[src/rtl/fpr_pkg.sv]
package fpr_pkg;

  typedef enum logic [1:0] {
    ST_RUN   = 2'd0,
    ST_HOLD  = 2'd1,
    ST_THERM = 2'd2
  } seq_state_e;

  typedef enum logic [1:0] {
    FC_NONE = 2'd0,
    FC_OCP  = 2'd1,
    FC_OVP  = 2'd2,
    FC_OTP  = 2'd3
  } fault_code_e;

  localparam int unsigned FLAG_N  = 3;
  localparam int unsigned BIT_OCP = 0;
  localparam int unsigned BIT_OVP = 1;
  localparam int unsigned BIT_OTP = 2;

endpackage

[src/rtl/fpr_rst_sync.sv]
module fpr_rst_sync (
  input  logic clk,
  input  logic rst_n,
  output logic rst_sync_n
);

  logic [1:0] sync_q;

  always_ff @(posedge clk or negedge rst_n) begin
    if (!rst_n) begin
      sync_q <= 2'b00;
    end else begin
      sync_q <= {sync_q[0], 1'b1};
    end
  end

  assign rst_sync_n = sync_q[1];

endmodule

[src/rtl/fpr_blank.sv]
module fpr_blank #(
  parameter int unsigned LEB_CYC = 40
) (
  input  logic clk,
  input  logic rst_n,
  input  logic gate_on_i,
  input  logic ocp_raw_i,
  output logic ocp_q_o
);

  localparam int unsigned CW = $clog2(LEB_CYC + 1);
  localparam logic [CW-1:0] CNT_SAT = CW'(LEB_CYC);

  logic [CW-1:0] cnt_q;
  logic [CW-1:0] cnt_d;
  logic          cnt_en;

  // Count gate-on edges, saturating at the blanking length.
  always_comb begin
    cnt_en = !gate_on_i || (cnt_q != CNT_SAT);
    cnt_d  = gate_on_i ? (cnt_q + 1'b1) : '0;
  end

  always_ff @(posedge clk or negedge rst_n) begin
    if (!rst_n) begin
      cnt_q <= '0;
    end else if (cnt_en) begin
      cnt_q <= cnt_d;
    end
  end

  assign ocp_q_o = gate_on_i & ocp_raw_i & (cnt_q == CNT_SAT);

endmodule

[src/rtl/fpr_timer.sv]
module fpr_timer #(
  parameter int unsigned AR_CYC = 100_000_000
) (
  input  logic clk,
  input  logic rst_n,
  input  logic load_i,
  output logic expired_o
);

  localparam int unsigned TW = (AR_CYC > 1) ? $clog2(AR_CYC) : 1;
  localparam logic [TW-1:0] LOAD_VAL = TW'(AR_CYC - 1);

  logic [TW-1:0] cnt_q;
  logic [TW-1:0] cnt_d;
  logic          cnt_en;

  always_comb begin
    cnt_en = load_i || (cnt_q != '0);
    cnt_d  = load_i ? LOAD_VAL : (cnt_q - 1'b1);
  end

  always_ff @(posedge clk or negedge rst_n) begin
    if (!rst_n) begin
      cnt_q <= '0;
    end else if (cnt_en) begin
      cnt_q <= cnt_d;
    end
  end

  assign expired_o = (cnt_q == '0);

endmodule

[src/rtl/fpr_status.sv]
module fpr_status
  import fpr_pkg::*;
(
  input  logic              clk,
  input  logic              rst_n,
  input  logic [FLAG_N-1:0] flags_i,
  input  logic              clr_i,
  output logic [FLAG_N-1:0] sts_o,
  output logic [1:0]        code_o
);

  logic [FLAG_N-1:0] sts_q;
  logic [FLAG_N-1:0] sts_d;
  logic              sts_en;
  fault_code_e       code;

  // A flag seen in the clearing cycle survives the clear.
  always_comb begin
    sts_en = clr_i || (|flags_i);
    sts_d  = (clr_i ? '0 : sts_q) | flags_i;
  end

  always_ff @(posedge clk or negedge rst_n) begin
    if (!rst_n) begin
      sts_q <= '0;
    end else if (sts_en) begin
      sts_q <= sts_d;
    end
  end

  // Later tests win: most severe fault checked last.
  always_comb begin
    code = FC_NONE;
    if (sts_q[BIT_OCP]) code = FC_OCP;
    if (sts_q[BIT_OVP]) code = FC_OVP;
    if (sts_q[BIT_OTP]) code = FC_OTP;
  end

  assign sts_o  = sts_q;
  assign code_o = code;

endmodule

[src/rtl/fault_restart_seq.sv]
module fault_restart_seq
  import fpr_pkg::*;
#(
  parameter int unsigned LEB_CYC = 40,
  parameter int unsigned AR_CYC  = 100_000_000
) (
  input  logic       clk,
  input  logic       rst_n,
  input  logic       ovp_i,
  input  logic       gate_on_i,
  input  logic       ocp_raw_i,
  input  logic       temp_hot_i,
  input  logic       temp_cool_i,
  input  logic       sts_clr_i,
  output logic       sw_stop_o,
  output logic       ss_req_o,
  output logic       therm_hold_o,
  output logic [2:0] fault_sts_o,
  output logic [1:0] fault_code_o
);

  logic              rst_sync_n;
  logic              ocp_q;
  logic              trip;
  logic              expired;
  logic              load;
  logic              ss_d;
  logic              ss_q;
  logic [FLAG_N-1:0] flags;
  seq_state_e        st_q;
  seq_state_e        st_d;

  fpr_rst_sync u_rst_sync (
    .clk        (clk),
    .rst_n      (rst_n),
    .rst_sync_n (rst_sync_n)
  );

  fpr_blank #(.LEB_CYC(LEB_CYC)) u_blank (
    .clk       (clk),
    .rst_n     (rst_sync_n),
    .gate_on_i (gate_on_i),
    .ocp_raw_i (ocp_raw_i),
    .ocp_q_o   (ocp_q)
  );

  fpr_timer #(.AR_CYC(AR_CYC)) u_timer (
    .clk       (clk),
    .rst_n     (rst_sync_n),
    .load_i    (load),
    .expired_o (expired)
  );

  always_comb begin
    flags          = '0;
    flags[BIT_OCP] = ocp_q;
    flags[BIT_OVP] = ovp_i;
    flags[BIT_OTP] = temp_hot_i;
  end

  fpr_status u_status (
    .clk     (clk),
    .rst_n   (rst_sync_n),
    .flags_i (flags),
    .clr_i   (sts_clr_i),
    .sts_o   (fault_sts_o),
    .code_o  (fault_code_o)
  );

  assign trip = ovp_i | ocp_q;

  // Next-state: thermal first, then other faults reload, then expiry.
  always_comb begin
    st_d = st_q;
    load = 1'b0;
    ss_d = 1'b0;
    unique case (st_q)
      ST_RUN: begin
        if (temp_hot_i) begin
          st_d = ST_THERM;
          load = 1'b1;
        end else if (trip) begin
          st_d = ST_HOLD;
          load = 1'b1;
        end
      end
      ST_HOLD: begin
        if (temp_hot_i) begin
          st_d = ST_THERM;
          load = 1'b1;
        end else if (trip) begin
          load = 1'b1;
        end else if (expired) begin
          st_d = ST_RUN;
          ss_d = 1'b1;
        end
      end
      ST_THERM: begin
        if (trip) begin
          load = 1'b1;
        end else if (expired) begin
          if (temp_cool_i) begin
            st_d = ST_RUN;
            ss_d = 1'b1;
          end else begin
            load = 1'b1;
          end
        end
      end
      default: st_d = ST_RUN;
    endcase
  end

  always_ff @(posedge clk or negedge rst_sync_n) begin
    if (!rst_sync_n) begin
      st_q <= ST_RUN;
      ss_q <= 1'b0;
    end else begin
      st_q <= st_d;
      ss_q <= ss_d;
    end
  end

  assign sw_stop_o    = (st_q != ST_RUN) | trip | temp_hot_i;
  assign ss_req_o     = ss_q;
  assign therm_hold_o = (st_q == ST_THERM);

endmodule

[config.mk]
export PLATFORM = sky130hd
export DESIGN_NAME = fault_restart_seq
export DESIGN_NICKNAME = d
export VERILOG_FILES = /design/src/rtl/fpr_pkg.sv /design/src/rtl/fpr_rst_sync.sv /design/src/rtl/fpr_blank.sv /design/src/rtl/fpr_timer.sv /design/src/rtl/fpr_status.sv /design/src/rtl/fault_restart_seq.sv
export SDC_FILE = /design/constraint.sdc
export NUM_CORES = 1
export LEC_CHECK = 0
export BUFFER_PORTS_ARGS = -buffer_cell sky130_fd_sc_hd__buf_2
export CAP_MARGIN = 20
export CORE_MARGIN = 5
export CORE_UTILIZATION = 40
export CTS_CLUSTER_SIZE = 20
export DETAILED_ROUTE_END_ITERATION = 8
export SYNTH_ARGS = -nofsm -noshare
export SYNTH_HDL_FRONTEND = slang
export SYNTH_SLANG_ARGS = --single-unit
[constraint.sdc]
create_clock -name clk -period 2.4 [get_ports clk]
set_input_delay 0.36 -clock clk [delete_from_list [all_inputs] [get_ports clk]]
set_output_delay 0.36 -clock clk [all_outputs]
set_load 0.005 [all_outputs]
== Word level (Yosys, flattened, before mapping) ==
Index checks and enable logic that the tools add are counted.
Operators by class
  add/subtract/negate cells: 2
  equality and inequality tests: 10
  muxes and demuxes: 28
  bitwise logic cells: 6
  reduce and logical (&&, ||, !) cells: 11
Operator list (count)
  zero test 27 bit: 1
  two-way mux 27 bit: 1
  nonzero test 27 bit: 1
  subtractor 27 x 1 -> 27 bit (second input constant): 1
  two-way mux 2 bit: 10
  two-way mux 1 bit: 12
  inequality test 3 bit (second input constant): 3
  adder 6 x 1 -> 6 bit (second input constant): 1
  == test 6 bit (second input constant): 1
  two-way mux 6 bit: 1
  inequality test 6 bit (second input constant): 1
  case mux 2 bit (3 select lines): 1
  AND reduction 6 bit: 1
  inequality test 2 bit (second input constant): 2
  case mux 1 bit (2 select lines): 2
  logical OR 1 bit: 3
  two-way mux 3 bit: 1
  OR 1 bit: 3
  OR 3 bit: 1
  OR reduction 3 bit: 1
  AND 1 bit: 2
  == test 2 x 1 -> 1 bit (second input constant): 1
  == test 2 bit (second input constant): 1
  zero test 2 bit: 1
  other kinds (4): 4
Storage, ports and cells
  flip-flop bits (word level): 41
  output and inout bits: 8
  logic and storage cells: 63

== Longest topological paths before layout ==
  depth in word-level cells: 7
  mapped depth: 9
  mapped depth without buffers: 7

== By module ==
Synthesis repeated with hierarchy kept, for this count alone.
Unflattened totals
  cells, all modules: 215
  area total of the unflattened synthesis: 2182.1 µm²
Modules (own cells, without submodules)
  fpr_timer: times used 1, cells each 143, area an instance 1438.9 µm², seq. area each 675.6 µm²
  fpr_blank: times used 1, cells each 33, area an instance 322.8 µm², seq. area each 150.1 µm²
  fault_restart_seq: times used 1, cells each 26, area an instance 247.7 µm², seq. area each 75.1 µm²
  fpr_status: times used 1, cells each 10, area an instance 118.9 µm², seq. area each 75.1 µm²
  fpr_rst_sync: times used 1, cells each 3, area an instance 53.8 µm², seq. area each 50.0 µm²

== Least setup slack after synthesis ==
OpenSTA, ideal clock, no wires.
  path kind: register -> register
  start point: reg u_timer.cnt_q[15]
  end point: reg st_q[1]
  arrival time: 2.187 ns
  data required time: 2.279 ns
  setup slack: 0.092 ns
  cell stages (with the launch flop): 8
  path through: dfrtp_1 -> or4_4 -> buf_6 -> or4_4 -> buf_6 -> nor3_4 -> o22ai_1 -> a22o_1
On the way
  cells in the longest elaborated chain, start to end: 3
RTL lines
  start: declaration: line fpr_timer.sv:13  | logic [TW-1:0] cnt_q;
  start signal: assignment: line fpr_timer.sv:26  | cnt_q <= cnt_d;
  zero test 27 bit (*): line fpr_timer.sv:30  | assign expired_o = (cnt_q == '0);
  inequality test 3 bit (no line) / inequality test 2 x 1 -> 1 bit (equally long branches)
  AND reduction 6 bit (no line) (*)
  end signal: assignment: line fault_restart_seq.sv:119  | st_q <= st_d;
  end: declaration: line fault_restart_seq.sv:30  | seq_state_e st_q;
Mark *: on every way between the ends. The rest lies on a longest branch, timed or not.
A chain may end at the register's enable or synchronous reset.

== Worst setup path after layout ==
  start point: reg u_timer.cnt_q[15]
  end point: reg u_timer.cnt_q[24]
On the way
  cells in the longest elaborated chain, start to end: 5
RTL lines
  branches (longest 5 deep; another with subtractor 27 x 1 -> 27 bit)
Several ways; the timed one is not identified.

==> impl_metrics.ini <==
[status]
outcome = finished, final reports clean

[routing]
drt_wl_total_um = 4620
post_drt_wl_per_cell_um = 13.6
drt_iter0_markers = 80
dr.pass1.iters = 4
drtAntennaViolNets = 0
vias = 1744
route.detailed.drc = 0
viasPerCell = 5.13

[synth]
synth_cell_types = 41
yosysWarnings = 0
syn-cell-area_sq_um = 2250
yosysTopAreaCell = dfrtp_1
synth_area_per_cell_sq_um = 9.68
synthTopCellsByArea = dfrtp_1, xor2_1, ha_1
synth_top_area_share_pct = 45.7
synth_fp_nets = 248
synth_flop_cell = dfrtp_1
synth_edf_count = 0
synth-seq-cells = 41
async_flop_share_pct = 100
ys_seq_area_share_pct = 45.7
postSynthCellCount = 232

[cells_and_area]
diodes = 0
final_layout_size_suffix_gt1_share_pct = 22.4
synthToLayoutAreaGrowth_pct = 20.4
n_fill_cell = 528
fin_cells = 340
finalNetCount = 283

[global_route]
grt_pass1_wl_um = 8120
antenna_found_initial = 0
grt_max_degree = 40
grt.overflow.total = 0
grt_use_total_pct = 14.0
grt_pass1_vias = 1730

[placement]
gp_routability_congestion = 0.799
dp_cells = 328
port_buffers = 15
dpl.hpwl_um = 3330

[critical_path]
r2r-start = u_timer.cnt_q[15]$_DFFE_PN0P_
cp-start-kind = register
cp_data_required_time_ns = 2.58
criticalPathCategory = register to register
crit_arrival_ns = 2.49
r2r_slack_ns = 0.09
end_kind = register
timing.rr.end = u_timer.cnt_q[24]$_DFFE_PN0P_
cp_max_fo = 10
ff2ff_path_depth = 5

[timing]
min_period_over_period_pct = 96.2
tns_ns = 0
slew-limit-headroom_pct = 65.6
rsz0062_at_grt = false
skew_ns = 0.00342
finalMaxSlewViolations = 0
worst_pin_slew_ns = 0.516
hold_viol = 0
fmax_ghz = 0.433
setup_viol = 0
layout_min_cycle_time_ns = 2.31

[floorplan]
fp.dieArea_sq_um = 7210
pin_count = 16
row_count = 27
initial_core_util_pct = 41.0
core_area_sq_um = 5470
die_w_um = 84.9
die_h_um = 84.9

[clocking]
clk_pin_slew_ns = 0.08
cts_buffer_depth = 2
cts_max_level = 2
cts_num_sinks = 41
root_buffer = clkbuf_8
clk_latency_ns = 0.29
cts_tree = built
numCtsBuffers = 5

[hold_path]
hp-class = primary input to register
min_from = sts_clr_i
holdPathEnd = u_status.sts_o[0]$_DFFE_PN0P_
min_path_cells = 2

[power]
ir_drop_v = 0.000454
p_leak_uw = 0.00106
power.density_nw_per_um2 = 679

[run]
maxCapViolCount = 0
Yosys cell counts, types with 3 or more instances:
cell type and n:
and2_1 5, a21o_1 3, nand3_1 8, nor2b_1 3, or4b_2 3, nor2_1 20, a21oi_1 13, inv_1 10
nor3_1 4, or3_1 6, xnor2_1 10, nand4b_1 3, nand4_1 8, buf_2 3, o21ai_0 5, nand2_1 25
nor4_1 4, dfrtp_1 41, ha_1 8, xor2_1 16, or4_1 5
repair_timing:
| action | 4_1_cts | 5_1_grt |
|---|---|---|
| resized for setup | 2 | 8 |
| setup endpoints to repair | 1 | 28 |
| hold endpoints to repair | 2 | 0 |
| cloned | 0 | 0 |
| pin swaps | 0 | 4 |
| hold buffers | 1 | 0 |
| buffers inserted | 1 | 2 |
cell type report:
type	count	area (sq um)	share of cell area, %
timing repair buffer	35	240	8.88
inverter	10	37.5	1.39
clock buffer	5	68.8	2.55
clock inverter	3	65.1	2.41
tap	72	90.1	3.33
sequential	41	1030	37.9
multi-input combinational	174	1180	43.5
worst max-delay path, cell delays in order (launching register included):
cell and delay (ns):
dfrtp_1 0.40, or4_4 0.62, nor4_1 0.33, or4b_2 0.64
xor2_1 0.15, nand2_1 0.07
power by group:
part | switching, uW | internal [uW]
Sequential | 37.3 | 729
Clock | 242 | 413
Combinational | 223 | 193
sequential cells by signal, summed over array words and instances, names as in the netlist:
name and cells:
u_blank.cnt_q 6, u_timer.cnt_q 27, u_rst_sync.sync_q 2, st_q 2, ss_req_o 1, u_status.sts_o 3
logic make-up (layout without fill, tap and decap cells):
kind of cell    Yosys count  count (layout)  share of synthesized area [%]
compound gates           33              33                           8.91
xor+xnor                 26              26                           10.1
fa+ha+maj                 8               8                           4.46
buf+inv                  17              53                           3.68
flops                    41              41                           45.7
other cells               1               1                          0.167
simple gates            106             106                           27.0
per-layer routing:
layer	vias to the layer above	wire length, um	global-route usage (%)
met5	-	0	0
met4	0	74	4.75
met3	7	131	3.79
met2	21	2160	22.4
met1	838	2260	18.2
li1	878	-	-
worst max-delay path by stage:
stage	start	to	slack (ns)
final	u_timer.cnt_q[15]$_DFFE_PN0P_	u_timer.cnt_q[24]$_DFFE_PN0P_	0.09
after global routing	u_timer.cnt_q[0]$_DFFE_PN0P_	u_timer.cnt_q[6]$_DFFE_PN0P_	0.008
after CTS	u_timer.cnt_q[1]$_DFFE_PN0P_	u_timer.cnt_q[1]$_DFFE_PN0P_	0.03
after detailed placement	u_timer.cnt_q[1]$_DFFE_PN0P_	u_timer.cnt_q[1]$_DFFE_PN0P_	0.06
after global placement	u_timer.cnt_q[0]$_DFFE_PN0P_	u_timer.cnt_q[1]$_DFFE_PN0P_	0.08
after floorplan	u_timer.cnt_q[15]$_DFFE_PN0P_	st_q[1]$_DFFE_PN0P_	0.09
placed cells by master, fill, tap and decap left out, types with 2 or more instances in the layout:
master / instances
or2_2: 2
and3_1: 2
dfrtp_1: 41
or4b_2: 2
a21o_1: 3
nor2b_1: 3
inv_2: 2
o21ai_0: 5
nand4_1: 8
buf_2: 15
o22ai_1: 2
nand3_1: 8
or4_1: 4
and2_1: 5
or3_1: 6
or4_4: 3
xor2_1: 16
ha_1: 7
nand4b_1: 3
nand2_1: 25
xnor2_1: 10
a21oi_1: 13
or3b_2: 2
o211ai_1: 2
nor4_1: 3
buf_4: 18
nor3_1: 4
inv_1: 8
nor2_1: 20
clkbuf_8: 5
bufinv_16: 2
metrics by stage:
step / hold slack, ns / area (sq um) / power [uW] / setup WS, ns / util, %
4_1_cts: 0.255 / 2660 / 1850 / 0.0265 / 48.6
2_1_floorplan: 0.0644 / 2250 / 1020 / 0.0922 / -
3_5_place_dp: 0.147 / 2500 / 1180 / 0.0608 / 45.7
3_3_place_gp: 0.145 / 2500 / 1170 / 0.0779 / 45.7
6_report: 0.271 / 2700 / 1840 / 0.0906 / 49.4
5_1_grt: 0.258 / 2700 / 1940 / 0.00800 / 49.4
No activity file was read; power rests on OpenSTA's default activity.
